## src/rtl/idle_gap_pkg.sv

```systemverilog
package idle_gap_pkg;
  localparam int GAP_W = 4;

  // Non-linear code-to-gap mapping: 0,1,2 stay; 3..7 become 2*(code-1).
  function automatic logic [GAP_W-1:0] gap_cycles(input logic [2:0] code);
    logic [2:0] dec;
    dec = code - 3'd1;
    if (code <= 3'd2) gap_cycles = {1'b0, code};
    else              gap_cycles = {dec, 1'b0};
  endfunction
endpackage

```

## src/rtl/idle_gap_cfg.sv

```systemverilog
module idle_gap_cfg #(
  parameter int          DATA_W   = 32,
  parameter logic [31:0] INIT_VAL = 32'h36DB_0600,
  parameter logic [31:0] RW_MASK  = 32'hF7FF_FF00
) (
  input  logic              clk,
  input  logic              por_rst,
  input  logic              we,
  input  logic [DATA_W-1:0] wdata,
  output logic [DATA_W-1:0] rdata,
  output logic              configured
);
  localparam logic [DATA_W-1:0] MASK = RW_MASK[DATA_W-1:0];
  localparam logic [DATA_W-1:0] INIT = INIT_VAL[DATA_W-1:0] & MASK;

  logic [DATA_W-1:0] ctl_q;
  logic              cfg_q;

  always_ff @(posedge clk) begin
    if (por_rst) begin
      ctl_q <= INIT;
      cfg_q <= 1'b0;
    end else if (we) begin
      ctl_q <= wdata & MASK;
      cfg_q <= 1'b1;
    end
  end

  assign rdata      = ctl_q;
  assign configured = cfg_q;
endmodule

```

## src/rtl/idle_gap_timer.sv

```systemverilog
module idle_gap_timer #(
  parameter int CNT_W = 4
) (
  input  logic             clk,
  input  logic             clr,
  input  logic             load,
  input  logic [CNT_W-1:0] load_val,
  output logic             ready
);
  logic [CNT_W-1:0] cnt_q;
  logic             rdy_q;

  always_ff @(posedge clk) begin
    if (clr) begin
      cnt_q <= '0;
      rdy_q <= 1'b1;
    end else if (load) begin
      cnt_q <= load_val;
      rdy_q <= (load_val == '0);
    end else if (cnt_q != '0) begin
      cnt_q <= cnt_q - 1'b1;
      rdy_q <= (cnt_q == {{(CNT_W-1){1'b0}}, 1'b1});
    end
  end

  assign ready = rdy_q;
endmodule

```

## src/rtl/idle_gap_ctrl.sv

```systemverilog
module idle_gap_ctrl #(
  parameter int          DATA_W   = 32,
  parameter logic [31:0] INIT_VAL = 32'h36DB_0600,
  parameter logic [31:0] RW_MASK  = 32'hF7FF_FF00,
  parameter int          CODE_LSB = 28,
  parameter int          OE_BIT   = 31
) (
  input  logic              clk,
  input  logic              por_rst,
  input  logic              man_rst,
  input  logic              standby,
  input  logic              req_valid,
  input  logic              req_write,
  input  logic              req_area_boot,
  output logic              req_ready,
  output logic              bus_go,
  output logic              bus_we,
  output logic              acc_denied,
  input  logic              cfg_we,
  input  logic [DATA_W-1:0] cfg_wdata,
  output logic [DATA_W-1:0] cfg_rdata,
  output logic              strobe_oe
);
  import idle_gap_pkg::*;

  logic              configured;
  logic              grant, allowed;
  logic [2:0]        gap_code;
  logic [GAP_W-1:0]  gap_len;

  idle_gap_cfg #(
    .DATA_W(DATA_W), .INIT_VAL(INIT_VAL), .RW_MASK(RW_MASK)
  ) u_cfg (
    .clk(clk), .por_rst(por_rst), .we(cfg_we), .wdata(cfg_wdata),
    .rdata(cfg_rdata), .configured(configured)
  );

  assign grant    = req_valid && req_ready;
  assign allowed  = req_area_boot || configured;
  assign gap_code = cfg_rdata[CODE_LSB +: 3];
  assign gap_len  = gap_cycles(gap_code);

  idle_gap_timer #(.CNT_W(GAP_W)) u_timer (
    .clk(clk), .clr(por_rst || man_rst),
    .load(grant && allowed && req_write),
    .load_val(gap_len), .ready(req_ready)
  );

  always_ff @(posedge clk) begin
    if (por_rst || man_rst) begin
      bus_go     <= 1'b0;
      bus_we     <= 1'b0;
      acc_denied <= 1'b0;
    end else begin
      bus_go     <= grant && allowed;
      acc_denied <= grant && !allowed;
      if (grant && allowed) bus_we <= req_write;
    end
  end

  always_ff @(posedge clk) begin
    if (por_rst) strobe_oe <= 1'b1;
    else         strobe_oe <= standby ? cfg_rdata[OE_BIT] : 1'b1;
  end
endmodule

```

## config.mk

```make
export PLATFORM = sky130hd
export DESIGN_NAME = idle_gap_ctrl
export DESIGN_NICKNAME = d
export VERILOG_FILES = /design/src/rtl/idle_gap_pkg.sv /design/src/rtl/idle_gap_cfg.sv /design/src/rtl/idle_gap_timer.sv /design/src/rtl/idle_gap_ctrl.sv
export SDC_FILE = /design/constraint.sdc
export NUM_CORES = 1
export LEC_CHECK = 0
export CAP_MARGIN = 20
export CORE_MARGIN = 1.5
export CORE_UTILIZATION = 39
export CTS_CLUSTER_DIAMETER = 100
export DETAILED_ROUTE_END_ITERATION = 16
export GPL_TIMING_DRIVEN = 0
export PLACE_DENSITY = 0.84
export SLEW_MARGIN = 20
export SYNTH_ARGS = -nofsm -noshare
export SYNTH_HDL_FRONTEND = slang
export SYNTH_SLANG_ARGS = --single-unit
```

## constraint.sdc

```tcl
create_clock -name clk -period 1.8 [get_ports clk]
set_input_delay 0.27 -clock clk [delete_from_list [all_inputs] [get_ports clk]]
set_output_delay 0.27 -clock clk [all_outputs]
set_load 0.02 [all_outputs]
```

### Word level (Yosys, flattened, before mapping)

Cells that the tools add are included.

* reductions and logical operators: 11
* eq/ne operators: 1
* magnitude comparators: 1
* add/subtract/negate cells: 2
* bitwise operators: 1
* mux-type cells: 5

Operators by type and width (count)
* 4-bit 2-to-1 mux: 3
* 4-bit by 1-bit == test with 1-bit output (second input constant): 1
* 1-bit logical AND: 4
* 4-bit zero test: 1
* 4-bit nonzero test: 1
* 4-bit by 1-bit subtractor with 4-bit output (second input constant): 1
* 3-bit by 2-bit less-or-equal comparator with 1-bit output (second input constant): 1
* 3-bit by 1-bit subtractor with 3-bit output (second input constant): 1
* 1-bit logical OR: 2
* 1-bit 2-to-1 mux: 2
* 2-bit nonzero test: 1
* 2-bit OR reduction: 1
* 1-bit zero test: 1
* 1-bit NOT: 1

* bits of input ports: 40
* output and inout port bits: 37
* bits in registers: 33
* logic and storage cells: 29

### Longest topological paths before layout

Gate-level depths: netlist of the first run.

* word-level depth: 4
* depth in mapped cells: 6

### By module

Synthesis of the first run repeated with hierarchy kept, for this count alone.

* cell total of the unflattened synthesis: 146
* area, all modules: 1525.2 um^2

Modules (own cells, without submodules)
* idle_gap_cfg: instances 1, area each 947.2 um^2, cells an instance 87
* idle_gap_timer: instances 1, area each 327.8 um^2, cells an instance 33
* idle_gap_ctrl: instances 1, area each 250.2 um^2, cells an instance 26

### Worst setup path before layout of the first run

Ideal clock, no wire load.

* path kind: flip-flop to flip-flop
* from: reg u_cfg.ctl_q[28], in the netlist u_cfg.rdata[28]
* to: reg u_timer.rdy_q, in the netlist u_timer.ready
* data arrival time: 1.416 ns
* cell stages (with the launch flop): 7
* setup slack: 0.315 ns
* clock period less this slack: 1.485 ns
* buffers on the path: 0
* cells stage by stage: dfxtp_1 -> inv_1 -> ha_1 -> nor4b_1 -> a21o_1 -> a311oi_1 -> o21ai_1

* cells in the longest elaborated chain, start to end: 4
* elaborated cells between the ends (all ways): 5

RTL lines
* from (decl): line idle_gap_cfg.sv:16 `logic [DATA_W-1:0] ctl_q;`
* from (signal assigned): line idle_gap_cfg.sv:24 `ctl_q <= wdata & MASK;`
* 3-bit by 1-bit subtractor with 3-bit output or 3-bit by 2-bit less-or-equal comparator with 1-bit output (tied branches): line idle_gap_pkg.sv:7, idle_gap_pkg.sv:8
* 4-bit 2-to-1 mux (*): line idle_gap_pkg.sv:8 `if (code <= 3'd2) gap_cycles = {1'b0, code};`
* 4-bit zero test (*): line idle_gap_timer.sv:19 `rdy_q <= (load_val == '0);`
* 1-bit 2-to-1 mux (*): line idle_gap_timer.sv:17 `end else if (load) begin`
* to (signal assigned): line idle_gap_timer.sv:19
* to (signal assigned): line idle_gap_timer.sv:22 `rdy_q <= (cnt_q == {{(CNT_W-1){1'b0}}, 1'b1});`
* to (decl): line idle_gap_timer.sv:11 `logic rdy_q;`

Mark *: on every way between the ends. The rest lies on a longest branch, timed or not.
A chain may end at the register's enable or synchronous reset.

### Final worst setup path of the first run

* from: reg u_cfg.ctl_q[29], in the netlist u_cfg.rdata[29]
* to: out cfg_rdata[29]

RTL lines
* to (decl): line idle_gap_ctrl.sv:21 `output logic [DATA_W-1:0] cfg_rdata,`

No word-level cell between the ends.

==> out/qor.log, run 1 <==
qor: critical_path.rr_endpoint u_timer.ready
qor: drt.vias 1,255
qor: floorplanning.io-pin-count 77
qor: global_route.grt_pass1_vias 1,222
qor: hold_path.timing.hold.worst.start cfg_we
qor: clock_tree.cts-hold-fix-buffers 0
qor: cells_and_area.final_net_count 269
qor: global_route.grt_remaining_overflow 0
qor: global_route.grt_usage 0.164
qor: timing.fmax 0.598 GHz
qor: clock_tree.htree_levels 2
qor: floorplanning.floorplan.initialDensity 0.420
qor: drt.drcViolationCount 0
qor: floorplanning.core_region_area 3440 sq um
qor: critical_path.largest_stage_delay_worst_path 0.66 ns
qor: critical_path.critical_path.startpoint_type flop
qor: drt.detail_route.vias_per_cell 4.63
qor: clock_tree.cts.sinks 33
qor: synthesis.yosys-mux-area-fraction 0.152
qor: critical_path.setup_slack_reg_to_reg 0.32 ns
qor: critical_path.timing.setup.critical_path_class reg -> out
qor: clock_tree.cts_inserted_buffers 5
qor: drt.drtAntennaViolNets 0
qor: clock_tree.number_of_setup_buffers_added_after_cts 0
qor: cells_and_area.diodes 0
qor: critical_path.timing.critical_path.buf_inv 1
qor: clock_tree.worst_skew_pair.late_latency 0.28 ns
qor: clock_tree.tritoncts built
qor: synthesis.post_synth_xor_area_fraction 0.00606
qor: cells_and_area.layout.cells.most_common_list clkdlybuf4s50_1, dfxtp_1, mux2i_1
qor: hold_path.whs_path_depth 3
qor: timing.rsz0062_at_grt no
qor: cells_and_area.utilization 0.643
qor: clock_tree.clock_root_buffer clkbuf_8
qor: global_route.global_route_met3_usage 0.0775
qor: hold_path.min_delay_worst_endpoint u_cfg.rdata[21]
qor: global_route.grt_pass1_wl 5180 um
qor: global_route.grtUsageMet2 0.268
qor: critical_path.worst_path_max_delay_cell clkdlybuf4s50_1
qor: synthesis.synth_sequential_area_ratio 0.457
qor: synthesis.post_synthesis_compound_gate_area_fraction 0.103
qor: cells_and_area.final_common_cell clkdlybuf4s50_1
qor: job.max_cap_violations 0
qor: critical_path.regToRegStartpoint u_cfg.rdata[29]
qor: drt.drt_iter0_drc 45
qor: synthesis.synth.cell_area 1450 sq um
qor: critical_path.worst-endpoint-arrival 1.40 ns
qor: timing.worst_clock_skew 0.00180 ns
qor: clock_tree.clockBufferDepth 2
qor: hold_path.min_path_type in -> reg
qor: clock_tree.reg_clk_slew_reported_paths 0.06 ns
qor: synthesis.synthesis.area_per_instance 9.52 sq um
qor: cells_and_area.flow.area_growth_from_synthesis 52.9%
qor: timing.finalSetupTns 0 ns
qor: cells_and_area.fillers 282
qor: critical_path.path_cells clkdlybuf4s50_1
qor: synthesis.ys_seq_elements 33
qor: status.run_status complete, no violations
qor: placed_design.place_hpwl 2260 um
qor: synthesis.synth_cell_types 31
qor: global_route.gr-usage-met1 0.173
qor: floorplanning.floorplan.die_area 4080 sq um
qor: timing.finalCritPeriodShare 0.930
qor: synthesis.largest_family_of_logic_cells_by_synthesized_area multiplexers
qor: power.power_density 831 nW/um^2
qor: floorplanning.die_y 63.9 um
qor: global_route.antenna_found_initial 0
qor: synthesis.yosys.area_share.adder 0.0433
qor: synthesis.synthesis.instances 152
qor: critical_path.setup.worst_path.end_class output pin
qor: drt.dr_pass1_iterations 4
qor: cells_and_area.final_layout_size_suffix_gt1_frac 0.116
qor: global_route.top_usage_layer met2
qor: critical_path.worstPathRequired 1.53 ns
qor: synthesis.synth-simple-area-share 0.151
qor: power.leakagePower 0.000970 uW
qor: timing.final.min_clock_period 1.67 ns
qor: floorplanning.chipWidth 63.9 um
qor: critical_path.rr_worst_depth 6
qor: timing.report.final.slew_viol_count 0
qor: timing.setup_viol_count_final 0
qor: drt.totalWireLength 3010 um
qor: critical_path.worst_path_dominant_cell_family buffers and inverters
qor: power.irDropWorstVdd 0.610 mV
qor: timing.hold_violations 0
qor: placed_design.place.gp.congestion 0.733
qor: cells_and_area.multi_input_comb_area 698 sq um
qor: placed_design.port_buffers 57
qor: global_route.grt_start_max_net_pins 11
qor: drt.wl_per_cell 11.1 um
qor: synthesis.yosysWarnings 0
qor: cells_and_area.final-seq-area 661 sq um
qor: floorplanning.core.rowCount 21
qor: critical_path.worst_path_maximum_fanout 8
==> synth_stat cells <==
cell type   n  area share
nor2b_1     2      0.0086
nand3_1     1      0.0035
nor4b_1     1      0.0061
dfxtp_1    33        0.46
buf_4      10       0.052
nand2_1    15       0.039
nand3b_1    1      0.0052
or3_1       2      0.0086
ha_1        5       0.043
o211ai_1    3       0.016
inv_1       7       0.018
a21oi_1     5       0.017
o31ai_1     1      0.0052
a21oi_2     1      0.0061
or2_2       1      0.0043
xnor2_1     1      0.0061
conb_1      1      0.0026
nor2_1     18       0.047
nor3_1      3       0.010
mux2i_1    22        0.15
nor3b_1     1      0.0052
o22ai_1     2      0.0086
clkbuf_1    2      0.0052
o21ai_1     1      0.0035
o2111ai_4   1       0.018
a21o_1      1      0.0052
buf_2       3       0.010
o21ai_0     5       0.017
nor3b_2     1      0.0086
a311oi_1    1      0.0061
nor4_1      1      0.0043
==> worst max-delay path by stage <==
stage,startpoint,end,depth (start not counted)
floorplan,u_cfg.rdata[28],u_timer.ready,6
CTS,u_cfg.rdata[29],cfg_rdata[29],1
finish,u_cfg.rdata[29],cfg_rdata[29],1
global placement,req_area_boot,u_timer.cnt_q[2],4
detailed placement,req_area_boot,u_timer.cnt_q[2],4
global route,u_cfg.rdata[29],cfg_rdata[29],1
==> per-layer routing <==
layer / share of wire / up-vias
met5: 0 / -
li1: - / 640
met3: 0.093 / 6
met1: 0.43 / 561
met2: 0.46 / 48
met4: 0.019 / 0
==> metrics by stage <==
| step | hold WS, ns | setup slack (ns) | instance area [sq um] | cells | power [uW] |
|---|---|---|---|---|---|
| 3_5_place_dp | 0.461 | 0.176 | 2100 | 263 | 1240 |
| 6_report | 0.398 | 0.126 | 2210 | 271 | 1840 |
| 2_1_floorplan | 0.332 | 0.315 | 1480 | 160 | 1070 |
| 3_3_place_gp | 0.452 | 0.183 | 2100 | 263 | 1240 |
| 5_1_grt | 0.420 | 0.0372 | 2210 | 271 | 1950 |
| 4_1_cts | 0.399 | 0.106 | 2210 | 271 | 1850 |
==> cell type report <==
type                    count  share of cell area
plain buffers              15              0.0441
well taps                  46              0.0260
inverters                   7              0.0119
clock buffers               7              0.0436
flip-flops and latches     33               0.299
clock inverters             1             0.00226
repair buffers             57               0.258
multi-input cells         105               0.316
==> where the power goes <==
| group | internal, uW | switching (uW) | leakage [uW] |
|---|---|---|---|
| clock network | 345 | 261 | 0.0000542 |
| registers | 777 | 33.5 | 0.000272 |
| logic | 221 | 200 | 0.000644 |
| total | 1340 | 494 | 0.000970 |
==> what timing repair did <==
| action | CTS | global route |
|---|---|---|
| resized for setup | 0 | 1 |
| endpoints found under the setup margin | 0 | 1 |
| hold endpoints to repair | 0 | 0 |
==> state kept, by name, indices dropped and copies added (netlist names) <==
name,cells
bus_go,1
u_timer.ready,1
strobe_oe,1
acc_denied,1
bus_we,1
u_timer.cnt_q,4
u_cfg.rdata,23
u_cfg.configured,1
==> kinds of logic after synthesis <==
| group | Yosys count |
|---|---|
| other | 1 |
| xor gates and xnor gates | 1 |
| and+or+nand+nor | 47 |
| AOI/OAI and AO/OA | 21 |
| adders and majority gates | 5 |
| DFF | 33 |
| muxes | 22 |
| buffers and inverters | 22 |
Note: power is estimated with default switching activity, not from simulation.
==> inputs of run 2 (changes only) <==
Settings changed: REMOVE_ABC_BUFFERS set to 1.
==> run 2 against run 1 <==
Final area shrank 5.1%. Critical path type unchanged. Critical path depth unchanged. Clock skew grew 0.00061 ns. Via count fell by 4.4%. Combinational power down 6.7%. Total power down 5.0%. Largest power group unchanged. Die area unchanged. Worst setup slack worse by 0.0056 ns.
==> out/qor.log, run 2 (synthesis results as in run 1) <==
qor: status.run_status complete, no violations
qor: critical_path.rr_endpoint u_timer.ready
qor: clock_tree.clockBufferDepth 2
qor: critical_path.cp-endpoint cfg_rdata[29]
qor: hold_path.min_path_type in -> reg
qor: critical_path.worst_path_dominant_cell_family buffers and inverters
qor: drt.drt_iter0_drc 61
qor: clock_tree.cts.sinks 33
qor: cells_and_area.final_layout_size_suffix_gt1_frac 0.0664
qor: critical_path.setup.worst_path.end_class output pin
qor: placed_design.place.gp.congestion 0.720
qor: cells_and_area.layout.cells.most_common_list clkdlybuf4s50_1, dfxtp_1, mux2i_1
qor: cells_and_area.final_common_cell clkdlybuf4s50_1
qor: timing.worst_clock_skew 0.00241 ns
qor: drt.totalWireLength 2980 um
qor: timing.hold_violations 0
qor: floorplanning.core.rowCount 21
qor: cells_and_area.largest_reg_flops 23
qor: cells_and_area.diodes 0
qor: timing.tightest_slew 0.693 ns
qor: clock_tree.reg_clk_slew_reported_paths 0.07 ns
qor: global_route.grt_pass1_vias 1,065
qor: global_route.grt_remaining_overflow 0
qor: timing.finalCritPeriodShare 0.933
qor: critical_path.regToRegStartpoint u_cfg.rdata[29]
qor: clock_tree.worst_skew_pair.late_latency 0.29 ns
qor: floorplanning.die_y 63.9 um
qor: placed_design.place_hpwl 2150 um
qor: floorplanning.io-pin-count 77
qor: clock_tree.tritoncts built
qor: critical_path.worst_path_maximum_fanout 8
qor: floorplanning.chipWidth 63.9 um
qor: cells_and_area.flow.area_growth_from_synthesis 45.2%
qor: critical_path.setup_slack_reg_to_reg 0.30 ns
qor: cells_and_area.final_net_count 255
qor: floorplanning.core_region_area 3440 sq um
qor: clock_tree.htree_levels 2
qor: placed_design.port_buffers 58
qor: power.power_density 831 nW/um^2
qor: job.max_cap_violations 0
qor: timing.final.min_clock_period 1.68 ns
qor: clock_tree.cts.repair.resized 0
qor: drt.drcViolationCount 0
qor: floorplanning.floorplan.initialDensity 0.420
qor: global_route.grt_pass1_wl 4830 um
qor: timing.report.final.slew_viol_count 0
qor: clock_tree.cts_inserted_buffers 5
qor: timing.setup_viol_count_final 0
qor: critical_path.startpoint u_cfg.rdata[29]
qor: critical_path.worstPathRequired 1.53 ns
qor: critical_path.worst_path_max_delay_cell clkdlybuf4s50_1
qor: timing.rsz0062_at_grt no
qor: global_route.grt_start_max_net_pins 27
qor: critical_path.path_cells clkdlybuf4s50_1
qor: clock_tree.number_of_setup_buffers_added_after_cts 0
qor: power.design_power_total 1750 uW
qor: drt.vias 1,200
qor: global_route.antenna_found_initial 0
qor: critical_path.critical_path.startpoint_type flop
qor: drt.dr_pass1_iterations 4
qor: critical_path.timing.setup.critical_path_class reg -> out
qor: drt.detail_route.vias_per_cell 4.67
qor: critical_path.largest_stage_delay_worst_path 0.66 ns
qor: power.irDropWorstVdd 0.619 mV
qor: critical_path.worst-endpoint-arrival 1.41 ns
qor: critical_path.depth_of_the_critical_timing_path_with_buffers_and_inverters_included 1
qor: global_route.grt_usage 0.154
qor: critical_path.rr_worst_depth 5
qor: timing.fin_hold_ws 0.460 ns
qor: timing.timing.max_slew.rel_slack 0.538
qor: drt.drtAntennaViolNets 0
qor: clock_tree.clock_root_buffer clkbuf_8
qor: critical_path.timing.critical_path.buf_inv 1
qor: drt.wl_per_cell 11.6 um
qor: power.leakagePower 0.000892 uW
qor: timing.fmax 0.596 GHz
qor: floorplanning.floorplan.die_area 4080 sq um
qor: clock_tree.cts-hold-fix-buffers 0
-- run 2: final cells by class --
cell class                      count  area (sq um)
Fill cell                         303          1340
Multi-Input combinational cell    105           692
Sequential cell                    33           662
Timing Repair Buffer               58           576
Clock buffer                        5          68.8
Tap cell                           46          57.6
Inverter                            7          26.3
Clock inverter                      3          17.5
-- run 2: per-stage QoR --
step	area (sq um)	cells	util	TNS, ns	setup WS [ns]
global route	2100	257	0.610	0	0.0552
finish	2100	257	0.610	0	0.121
CTS	2100	257	0.610	0	0.0426
floorplan	1380	145	-	0	0.314
global placement	2020	249	0.586	-8.72	-0.392
detailed placement	2010	249	0.585	0	0.0525
-- run 2: worst min-delay path by stage --
| stage | to | cells past startpoint | startpoint | slack (ns) |
|---|---|---|---|---|
| final | strobe_oe | 2 | standby | 0.46 |
| after detailed placement | u_cfg.rdata[17] | 2 | u_cfg.rdata[17] | 0.46 |
| after CTS | strobe_oe | 2 | standby | 0.46 |
| after global routing | strobe_oe | 2 | standby | 0.50 |
| after global placement | u_cfg.rdata[22] | 2 | u_cfg.rdata[22] | 0.45 |
| after floorplan | strobe_oe | 1 | standby | 0.33 |
-- run 2: layer usage --
metal,wire length (um),global-route usage,vias to the layer above
met5,0,0,-
met4,51,0.0652,0
met3,265,0.0739,5
met2,1340,0.234,47
met1,1320,0.185,538
li1,-,-,610
-- run 2: where the power goes --
group	total, uW	switching [uW]	leakage [uW]	internal (uW)
Sequential	813	35.9	0.000273	777
Clock	539	273	0.0000439	266
Combinational	393	190	0.000576	203
